--- config.mk ---
export PLATFORM = sky130hd
export DESIGN_NAME = intc_vec_ctrl
export DESIGN_NICKNAME = d
export VERILOG_FILES = /design/src/rtl/intc_pkg.sv /design/src/rtl/intc_mask_regs.sv /design/src/rtl/intc_ctrl_regs.sv /design/src/rtl/intc_arbiter.sv /design/src/rtl/intc_vec_ctrl.sv
export SDC_FILE = /design/constraint.sdc
export NUM_CORES = 2
export LEC_CHECK = 0
export CORE_MARGIN = 3
export CORE_UTILIZATION = 30
export CTS_CLUSTER_DIAMETER = 50
export CTS_CLUSTER_SIZE = 12
export DETAILED_ROUTE_END_ITERATION = 8
export DONT_BUFFER_PORTS = 1
export PLACE_DENSITY = 0.4
export SYNTH_ARGS = -nofsm -noshare
export SYNTH_HDL_FRONTEND = slang
export SYNTH_HIERARCHICAL = 1
export SYNTH_SLANG_ARGS = --single-unit
export TNS_END_PERCENT = 50
--- constraint.sdc ---
create_clock -name clk -period 187.6 [get_ports clk]
set_clock_uncertainty 0.15 [all_clocks]
set_input_delay 9.38 -clock clk [delete_from_list [all_inputs] [get_ports clk]]
set_output_delay 9.38 -clock clk [all_outputs]
set_load 0.05 [all_outputs]
--- src/rtl/intc_pkg.sv ---
package intc_pkg;
    localparam int LVL_W = 3;
    localparam int SUB_W = 3;
    localparam int KEY_W = LVL_W + SUB_W;

    localparam int ADDR_MASK_LO = 'h00;
    localparam int ADDR_MASK_HI = 'h04;
    localparam int ADDR_SET     = 'h08;
    localparam int ADDR_CLR     = 'h0C;
    localparam int ADDR_CTRL    = 'h40;

    localparam logic [7:0] VEC_BASE     = 8'd64;
    localparam logic [7:0] VEC_SPURIOUS = 8'd24;

    typedef enum logic [1:0] {
        ST_IDLE    = 2'd0,
        ST_RESOLVE = 2'd1,
        ST_RESPOND = 2'd2
    } ack_state_e;
endpackage

--- src/rtl/intc_mask_regs.sv ---
module intc_mask_regs #(
    parameter int NUM_SRC = 64
) (
    input  logic                 clk,
    input  logic                 rst_n,
    input  logic                 wr_lo,
    input  logic                 wr_hi,
    input  logic                 wr_set,
    input  logic                 wr_clr,
    input  logic [NUM_SRC/2-1:0] wdata,
    output logic [NUM_SRC-1:0]   mask
);
    localparam int HALF  = NUM_SRC / 2;
    localparam int IDX_W = $clog2(NUM_SRC);
    localparam logic [7:0] SRC_LIM = 8'(NUM_SRC);

    logic             num_ok;
    logic [IDX_W-1:0] num;

    assign num_ok = (wdata[7:0] < SRC_LIM);
    assign num    = wdata[IDX_W-1:0];

    always_ff @(posedge clk or negedge rst_n) begin
        if (!rst_n) begin
            mask <= '1;
        end else begin
            if (wr_lo)
                mask[HALF-1:0] <= wdata;
            if (wr_hi)
                mask[NUM_SRC-1:HALF] <= wdata;
            if (wr_set && num_ok)
                mask[num] <= 1'b1;
            if (wr_clr && num_ok)
                mask[num] <= 1'b0;
        end
    end
endmodule

--- src/rtl/intc_ctrl_regs.sv ---
module intc_ctrl_regs
    import intc_pkg::*;
#(
    parameter int NUM_SRC = 64
) (
    input  logic                              clk,
    input  logic                              rst_n,
    input  logic                              wr,
    input  logic [$clog2(NUM_SRC)-1:0]        idx,
    input  logic [7:0]                        wdata,
    output logic [NUM_SRC-1:0][KEY_W-1:0]     keys
);
    for (genvar i = 0; i < NUM_SRC; i++) begin : g_src
        always_ff @(posedge clk or negedge rst_n) begin
            if (!rst_n)
                keys[i] <= '0;
            else if (wr && (int'(idx) == i))
                keys[i] <= wdata[KEY_W-1:0];
        end
    end
endmodule

--- src/rtl/intc_arbiter.sv ---
module intc_arbiter
    import intc_pkg::*;
#(
    parameter int NUM_SRC = 64
) (
    input  logic [NUM_SRC-1:0]            elig,
    input  logic [NUM_SRC-1:0][KEY_W-1:0] keys,
    input  logic                          filt_en,
    input  logic [LVL_W-1:0]              filt_lvl,
    output logic                          found,
    output logic [$clog2(NUM_SRC)-1:0]    win_idx,
    output logic [KEY_W-1:0]              win_key
);
    localparam int IDX_W = $clog2(NUM_SRC);

    always_comb begin
        found   = 1'b0;
        win_idx = '0;
        win_key = '0;
        for (int i = 0; i < NUM_SRC; i++) begin
            if (elig[i] &&
                (!filt_en || keys[i][KEY_W-1 -: LVL_W] == filt_lvl) &&
                (!found || keys[i] > win_key)) begin
                found   = 1'b1;
                win_idx = IDX_W'(i);
                win_key = keys[i];
            end
        end
    end
endmodule

--- src/rtl/intc_vec_ctrl.sv ---
module intc_vec_ctrl
    import intc_pkg::*;
#(
    parameter int NUM_SRC = 64,
    parameter int ADDR_W  = 8
) (
    input  logic                   clk,
    input  logic                   rst_n,
    input  logic                   bus_wr,
    input  logic                   bus_rd,
    input  logic [ADDR_W-1:0]      bus_addr,
    input  logic [NUM_SRC/2-1:0]   bus_wdata,
    output logic [NUM_SRC/2-1:0]   bus_rdata,
    input  logic [NUM_SRC-1:0]     irq_req,
    output logic [2:0]             ipl,
    input  logic                   iack_req,
    input  logic [2:0]             iack_lvl,
    output logic                   iack_valid,
    output logic [7:0]             iack_vec
);
    localparam int DATA_W = NUM_SRC / 2;
    localparam int IDX_W  = $clog2(NUM_SRC);

    // address decode
    logic hit_lo, hit_hi, hit_set, hit_clr, hit_ctrl;
    logic [ADDR_W-1:0] ctrl_off;
    logic [IDX_W-1:0]  ctrl_idx;

    assign hit_lo   = (bus_addr == ADDR_W'(ADDR_MASK_LO));
    assign hit_hi   = (bus_addr == ADDR_W'(ADDR_MASK_HI));
    assign hit_set  = (bus_addr == ADDR_W'(ADDR_SET));
    assign hit_clr  = (bus_addr == ADDR_W'(ADDR_CLR));
    assign hit_ctrl = (int'(bus_addr) >= ADDR_CTRL) &&
                      (int'(bus_addr) <  ADDR_CTRL + NUM_SRC);
    assign ctrl_off = bus_addr - ADDR_W'(ADDR_CTRL);
    assign ctrl_idx = ctrl_off[IDX_W-1:0];

    // storage
    logic [NUM_SRC-1:0]            mask_q;
    logic [NUM_SRC-1:0][KEY_W-1:0] keys;

    intc_mask_regs #(.NUM_SRC(NUM_SRC)) u_mask (
        .clk    (clk),
        .rst_n  (rst_n),
        .wr_lo  (bus_wr && hit_lo),
        .wr_hi  (bus_wr && hit_hi),
        .wr_set (bus_wr && hit_set),
        .wr_clr (bus_wr && hit_clr),
        .wdata  (bus_wdata),
        .mask   (mask_q)
    );

    intc_ctrl_regs #(.NUM_SRC(NUM_SRC)) u_ctrl (
        .clk   (clk),
        .rst_n (rst_n),
        .wr    (bus_wr && hit_ctrl),
        .idx   (ctrl_idx),
        .wdata (bus_wdata[7:0]),
        .keys  (keys)
    );

    // eligibility: requesting, unmasked, global bit clear, level non-zero
    logic [NUM_SRC-1:0] elig;
    for (genvar i = 0; i < NUM_SRC; i++) begin : g_elig
        assign elig[i] = irq_req[i] && !mask_q[i] && !mask_q[0] &&
                         (keys[i][KEY_W-1 -: LVL_W] != '0);
    end

    // global winner drives the level output
    logic             top_found;
    logic [IDX_W-1:0] top_idx;
    logic [KEY_W-1:0] top_key;

    intc_arbiter #(.NUM_SRC(NUM_SRC)) u_arb_top (
        .elig     (elig),
        .keys     (keys),
        .filt_en  (1'b0),
        .filt_lvl ('0),
        .found    (top_found),
        .win_idx  (top_idx),
        .win_key  (top_key)
    );

    // acknowledge state machine
    ack_state_e       state_q, state_d;
    logic [LVL_W-1:0] lvl_q;
    logic [7:0]       vec_q;
    logic             ack_found;
    logic [IDX_W-1:0] ack_idx;
    logic [KEY_W-1:0] ack_key;

    intc_arbiter #(.NUM_SRC(NUM_SRC)) u_arb_ack (
        .elig     (elig),
        .keys     (keys),
        .filt_en  (1'b1),
        .filt_lvl (lvl_q),
        .found    (ack_found),
        .win_idx  (ack_idx),
        .win_key  (ack_key)
    );

    always_comb begin
        state_d = state_q;
        unique case (state_q)
            ST_IDLE:    state_d = iack_req ? ST_RESOLVE : ST_IDLE;
            ST_RESOLVE: state_d = ST_RESPOND;
            ST_RESPOND: state_d = ST_IDLE;
            default:    state_d = ST_IDLE;
        endcase
    end

    always_ff @(posedge clk or negedge rst_n) begin
        if (!rst_n)
            state_q <= ST_IDLE;
        else
            state_q <= state_d;
    end

    always_ff @(posedge clk or negedge rst_n) begin
        if (!rst_n) begin
            lvl_q <= '0;
            vec_q <= '0;
        end else begin
            if (state_q == ST_IDLE && iack_req)
                lvl_q <= iack_lvl;
            if (state_q == ST_RESOLVE)
                vec_q <= ack_found ? (VEC_BASE + 8'(ack_idx)) : VEC_SPURIOUS;
        end
    end

    always_comb begin
        iack_valid = (state_q == ST_RESPOND);
        iack_vec   = iack_valid ? vec_q : 8'd0;
    end

    // level output and read data
    logic [2:0]        ipl_q;
    logic [DATA_W-1:0] rdata_q, rd_mux;

    always_comb begin
        rd_mux = '0;
        if (hit_lo)
            rd_mux = mask_q[DATA_W-1:0];
        else if (hit_hi)
            rd_mux = mask_q[NUM_SRC-1:DATA_W];
        else if (hit_ctrl)
            rd_mux = DATA_W'(keys[ctrl_idx]);
    end

    always_ff @(posedge clk or negedge rst_n) begin
        if (!rst_n) begin
            ipl_q   <= '0;
            rdata_q <= '0;
        end else begin
            ipl_q <= top_found ? top_key[KEY_W-1 -: LVL_W] : '0;
            if (bus_rd)
                rdata_q <= rd_mux;
        end
    end

    assign ipl       = ipl_q;
    assign bus_rdata = rdata_q;
endmodule

======== Word level (Yosys, flattened, before mapping) ========
Index checks and enable logic that the tools add are counted.
word-level totals
  register bits after elaboration ......... 496
  output and inout bits ................... 44
  input port bits ......................... 112
  word-level logic and storage cells ...... 1512
operators by class
  bitwise gates (word level) .............. 3
  multiplexer cells ....................... 334
  equal/unequal tests ..................... 132
  $add $sub $neg .......................... 2
  $lt $le $gt $ge ......................... 132
  reductions and logical operators ........ 839
operators with widths
  kind                                                                           number
  6-bit two-way mux                                                              161
  6-bit > comparator                                                             126
  1-bit logical AND                                                              456
  3-bit equality test                                                            64
  6-bit equality test (second input constant)                                    32
  3-bit nonzero test                                                             64
  1-bit logical NOT                                                              190
  1-bit two-way mux                                                              131
  32-bit two-way mux                                                             4
  64-bit two-way mux                                                             2
  1-bit logical OR                                                               126
  6-bit by 5-bit equality test with 1-bit output (second input constant)         16
  5-bit two-way mux                                                              16
  64-bit AND                                                                     1
  64-bit NOT                                                                     1
  64-bit bitwise OR                                                              1
  6-bit by 4-bit equality test with 1-bit output (second input constant)         8
  6-bit binary-select mux with 6-bit select                                      1
  4-bit two-way mux                                                              8
  6-bit by 3-bit equality test with 1-bit output (second input constant)         4
  8-bit by 4-bit equality test with 1-bit output (second input constant)         2
  8-bit two-way mux                                                              2
  3-bit two-way mux                                                              5
  6-bit by 7-bit less-than comparator with 1-bit output (second input constant)  2
  17 further kinds                                                               19

======== Depth between registers and ports, before layout ========
  depth in word-level cells ............... 260
  gate-level depth with buffers ........... 671

======== Modules after synthesis ========
Netlist, hierarchy kept.
modules (own cells, without submodules)
  module                     times used  area each (µm²)  cells an instance
  intc_arbiter at u_arb_top  1           25916.1          3559
  intc_arbiter at u_arb_ack  1           23687.7          3486
  intc_ctrl_regs             1           15248.4          906
  intc_vec_ctrl              1           6299.8           644
  intc_mask_regs             1           3549.7           320

======== Least setup slack after synthesis ========
No wires, ideal clock.
  path kind ............................... input to register
  start ................................... input port irq_req[0]
  end ..................................... register ipl_q[0], in the netlist ipl[0]
  data arrival time ....................... 121240 ps
  library setup time ...................... 119 ps
  path slack .............................. 66091 ps
  cell stages on the path ................. 597
  path buffers ............................ 31
  cell sequence ........................... nor3b_1 -> o21a_1 -> nand2_1 -> ha_1 -> nand4_1 -> o21bai_1 -> a31oi_1 -> o21ai_2 -> o2bb2a_4 -> ha_1 -> a21oi_1 -> a21boi_0 -> o32ai_2 -> a21o_1 -> buf_2 -> mux2i_1 -> ha_1 -> nor2b_1 -> [561 not listed] -> o21bai_1 -> clkbuf_8 -> mux2_2 -> a21oi_1 -> ha_1 -> nor2b_1 -> o21a_1 -> o21ai_0 -> nand2b_1 -> a21oi_1 -> nor2b_1 -> o22ai_1 -> a21oi_1 -> inv_1 -> clkbuf_8 -> mux2i_1 -> o21ai_1 -> and2_1
between the ends
  cells in the longest elaborated chain, start to end .. 257
  elaborated cells on any way between the ends .. 384
  those cells by class .................... order compare (63); mux (129); reduce/logical (192)
ends and longest elaborated chain
  item                                                            RTL line              text
  from (decl)                                                     intc_vec_ctrl.sv:14   input logic [NUM_SRC-1:0] irq_req,
  1-bit logical AND (*) (3 in a row)                              intc_vec_ctrl.sv:65   assign elig[i] = irq_req[i] && !mask_q[i] && !mask_q[0] &&
  6-bit two-way mux / 1-bit two-way mux (equally long branches)   intc_arbiter.sv:21    if (elig[i] &&
  6-bit > comparator / 1-bit logical NOT (equally long branches)  intc_arbiter.sv:23    (!found || keys[i] > win_key)) begin
  1-bit logical OR                                                intc_arbiter.sv:23
  1-bit logical AND                                               intc_arbiter.sv:22    (!filt_en || keys[i][KEY_W-1 -: LVL_W] == filt_lvl) &&
  6-bit two-way mux / 1-bit two-way mux (equally long branches)   intc_arbiter.sv:21
  6-bit > comparator / 1-bit logical NOT (equally long branches)  intc_arbiter.sv:23
  1-bit logical OR                                                intc_arbiter.sv:23
  [240 not listed]                                                -
  1-bit logical AND                                               intc_arbiter.sv:22
  6-bit two-way mux / 1-bit two-way mux (equally long branches)   intc_arbiter.sv:21
  6-bit > comparator / 1-bit logical NOT (equally long branches)  intc_arbiter.sv:23
  1-bit logical OR                                                intc_arbiter.sv:23
  1-bit logical AND                                               intc_arbiter.sv:22
  6-bit two-way mux (*)                                           intc_arbiter.sv:21
  named net top_key[3]                                            intc_vec_ctrl.sv:72   logic [KEY_W-1:0] top_key;
  3-bit two-way mux (*)                                           intc_vec_ctrl.sv:155  ipl_q <= top_found ? top_key[KEY_W-1 -: LVL_W] : '0;
  to (signal assigned)                                            intc_vec_ctrl.sv:155
  to (decl)                                                       intc_vec_ctrl.sv:137  logic [2:0] ipl_q;
Mark *: on every way through the listed nets, which the timed path passes. The rest lies on a longest branch.
A chain may end at the register's enable or synchronous reset.

======== Worst setup path after layout ========
  start ................................... input port irq_req[0]
  end ..................................... register vec_q[4]
between the ends
  cells in the longest elaborated chain, start to end .. 259
  elaborated cells on any way between the ends .. 448
  those cells by class .................... add/sub (1); order compare (63); mux (191); reduce/logical (193)
ends and longest elaborated chain
  item                                                            RTL line              text
  1-bit logical AND (*) (3 in a row)                              intc_vec_ctrl.sv:65
  1-bit logical AND (*)                                           intc_arbiter.sv:21
  6-bit two-way mux / 1-bit two-way mux (equally long branches)   intc_arbiter.sv:21
  6-bit > comparator / 1-bit logical NOT (equally long branches)  intc_arbiter.sv:23
  1-bit logical OR                                                intc_arbiter.sv:23
  1-bit logical AND                                               intc_arbiter.sv:22
  6-bit two-way mux / 1-bit two-way mux (equally long branches)   intc_arbiter.sv:21
  6-bit > comparator / 1-bit logical NOT (equally long branches)  intc_arbiter.sv:23
  [242 not listed]                                                -
  6-bit two-way mux / 1-bit two-way mux (equally long branches)   intc_arbiter.sv:21
  6-bit > comparator / 1-bit logical NOT (equally long branches)  intc_arbiter.sv:23
  1-bit logical OR                                                intc_arbiter.sv:23
  1-bit logical AND                                               intc_arbiter.sv:22
  6-bit two-way mux (*)                                           intc_arbiter.sv:21
  named net ack_idx[4]                                            intc_vec_ctrl.sv:89   logic [IDX_W-1:0] ack_idx;
  7-bit by 6-bit adder with 8-bit output (*)                      intc_vec_ctrl.sv:127  vec_q <= ack_found ? (VEC_BASE + 8'(ack_idx)) : VEC_SPURIOUS;
  8-bit two-way mux (*)                                           intc_vec_ctrl.sv:127
  to (signal assigned)                                            intc_vec_ctrl.sv:127
  to (decl)                                                       intc_vec_ctrl.sv:87   logic [7:0] vec_q;
Marked as above.

==> metrics.md <==
| Metric | Value |
|---|---|
| ANT nets after route | 0 |
| Via density | 5.84 |
| Slack of the critical path | 44,770 ps |
| VDD IR max | 0.0000136 V |
| Slew HR | -5.20% |
| GPL Wtd Cong | 0.895 |
| Final Hold Viols | 0 |
| Hpwl dp | 247 mm |
| Drt first pass iters | 6 |
| Drt wl/cell | 27.4 µm |
| Ports | 156 |
| Final min period | 142,830 ps |
| Violation count after the first detailed-route iteration | 5,583 |
| Num CTS Buffers | 71 |
| Final setup fails | 0 |
| Arrival time worst endpoint | 143,220 ps |
| Crit path top cell by count | ha_1 |
| DRC Markers | 0 |
| Overall die width | 502 µm |
| Area growth syn-to-layout | 6.84% |
| Synthesized area | 0.0739 mm² |
| # hold bufs at CTS | 0 |
| Synth warn | 6 |
| H-tree levels | 3 |
| Syn_area_per_cell | 8.43 µm² |
| Status | complete, but fails checks |
| Die H | 502 µm |
| Initial antenna violation count | 99 |
| Post-CTS setup buffers | 0 |
| Final worst-path cycle share | 76.1% |
| First-pass GRT wire length | 475 mm |
| Cells after synthesis | 8,773 |
| Worst-path clk slew | 60 ps |
| Post-CTS resize count | 0 |
| Port bufs | 0 |
| Critical path's slowest cell | o31ai_2 |
| Gr usage total | 25.0% |
| Vias in the first global route | 66,900 |
| DIE AREA | 0.252 mm² |
| Clock root buffer | clkbuf_16 |
| Max capacitance violation total | 0 |
| CTS tree | built |
| Bufs on Longest Clock Path | 3 |
| Starting density of the core | 30.3% |
| TNS Setup | 0 ps |
| Critical Path RT | 187,990 ps |
| Largest net degree at the start of global routing | 496 |
| CP Capture Type | flop |
| Max Fanout on Critical Path | 17 |
| Routed vias | 69,700 |
| Fmax | 7.00 MHz |
| RSZ-0062 raised after global routing | no |
| Sink Count | 495 |
| LEAKAGE | 34.3 nW |
| Grt total ovfl | 0 |
| Pins Over Slew Limit | 114 |
| Crit path largest cell delay | 1060 ps |
| Worst-Margin Slew | 1580 ps |
| Min-Delay Path Class | reg2reg |
| Total Wirelength | 327 mm |
| Failing checks | slew limit |
| Final cell count without fillers | 11,900 |
| Share of post-route cells with drive strength above 1 | 18.8% |
| Dpl cells | 11,700 |
| Final core utilization | 32.4% |
| Core ar. | 0.244 mm² |
| CP Launch Type | input port |
| Layout Nets | 9,256 |
| CP Class | in2reg |
| Later-pin clock latency in the skew report | 680 ps |
| Row count | 181 |
| Dpl ws | 46,200 ps |
| Power per cell area | 18.1 mW/mm² |
| Fillers | 25,800 |
stage by stage:
step / cell area [µm²] / hold slack, ps / power [W]
after floorplan: 74000 / 292 / 0.00102
after global placement: 76300 / 324 / 0.00126
after detailed placement: 76300 / 325 / 0.00126
after CTS: 78800 / 338 / 0.00142
after global routing: 78900 / 384 / 0.00156
final: 79000 / 328 / 0.00143
placed cells by master (no fill, tap or decap), drive strengths merged, types with 272 or more instances in the layout:
master and n:
nand2 729, ha 536, dfrtp 431, o21ai 529
xnor2 274, inv 663, mux2i 272, mux2 598
a21oi 449, nor2 564
state kept, by name (all words and copies together) (netlist names):
name / flops
u_ctrl/keys: 384
bus_rdata: 32
vec_q: 7
state_q: 2
u_mask/mask: 64
lvl_q: 3
ipl: 3
metal layers:
| metal | global-route usage [%] | vias up | wire length [µm] |
|---|---|---|---|
| met4 | 11.1 | 34 | 15000 |
| li1 | - | 32600 | - |
| met3 | 2.98 | 445 | 16400 |
| met2 | 40.0 | 1952 | 148000 |
| met5 | 0 | - | 207 |
| met1 | 33.6 | 34700 | 148000 |
worst paths after layout:
check / from / endpoint / slack [ps] / depth (start not counted)
min in group asynchronous: rst_n / bus_rdata[13] / 8280 / 0
max in group asynchronous: rst_n / bus_rdata[24] / 177760 / 0
min: vec_q[3] / vec_q[3] / 330 / 2
max reg2reg: u_ctrl/keys[4] / vec_q[4] / 52750 / 572
max: irq_req[0] / vec_q[4] / 44770 / 571
min reg2reg: vec_q[3] / vec_q[3] / 330 / 2
report_power, final:
part	total (W)	leakage [nW]	internal [W]	switching (W)
sequential	0.000133	6.54	0.000114	0.0000193
combinational	0.00115	26.6	0.000470	0.000682
clock	0.000148	1.22	0.0000865	0.0000610
worst max-delay path, delay by kind of cell:
family / cells / cell delay (ps)
compound gates: 280 / 67570
fa+ha+maj: 70 / 20760
buf+inv: 22 / 1450
mux: 36 / 11810
simple gates: 163 / 32060
area by class of cell:
class	count	area, µm²	share of cell area [%]
clock buffer	87	1930	2.44
multi-input combinational	7260	56400	71.4
tap	3202	4010	5.07
timing repair buffer	135	1010	1.28
clock inverter	43	577	0.730
sequential	495	12500	15.8
antenna	75	188	0.238
inverter	645	2420	3.06
No activity file was read; power rests on OpenSTA's default activity.
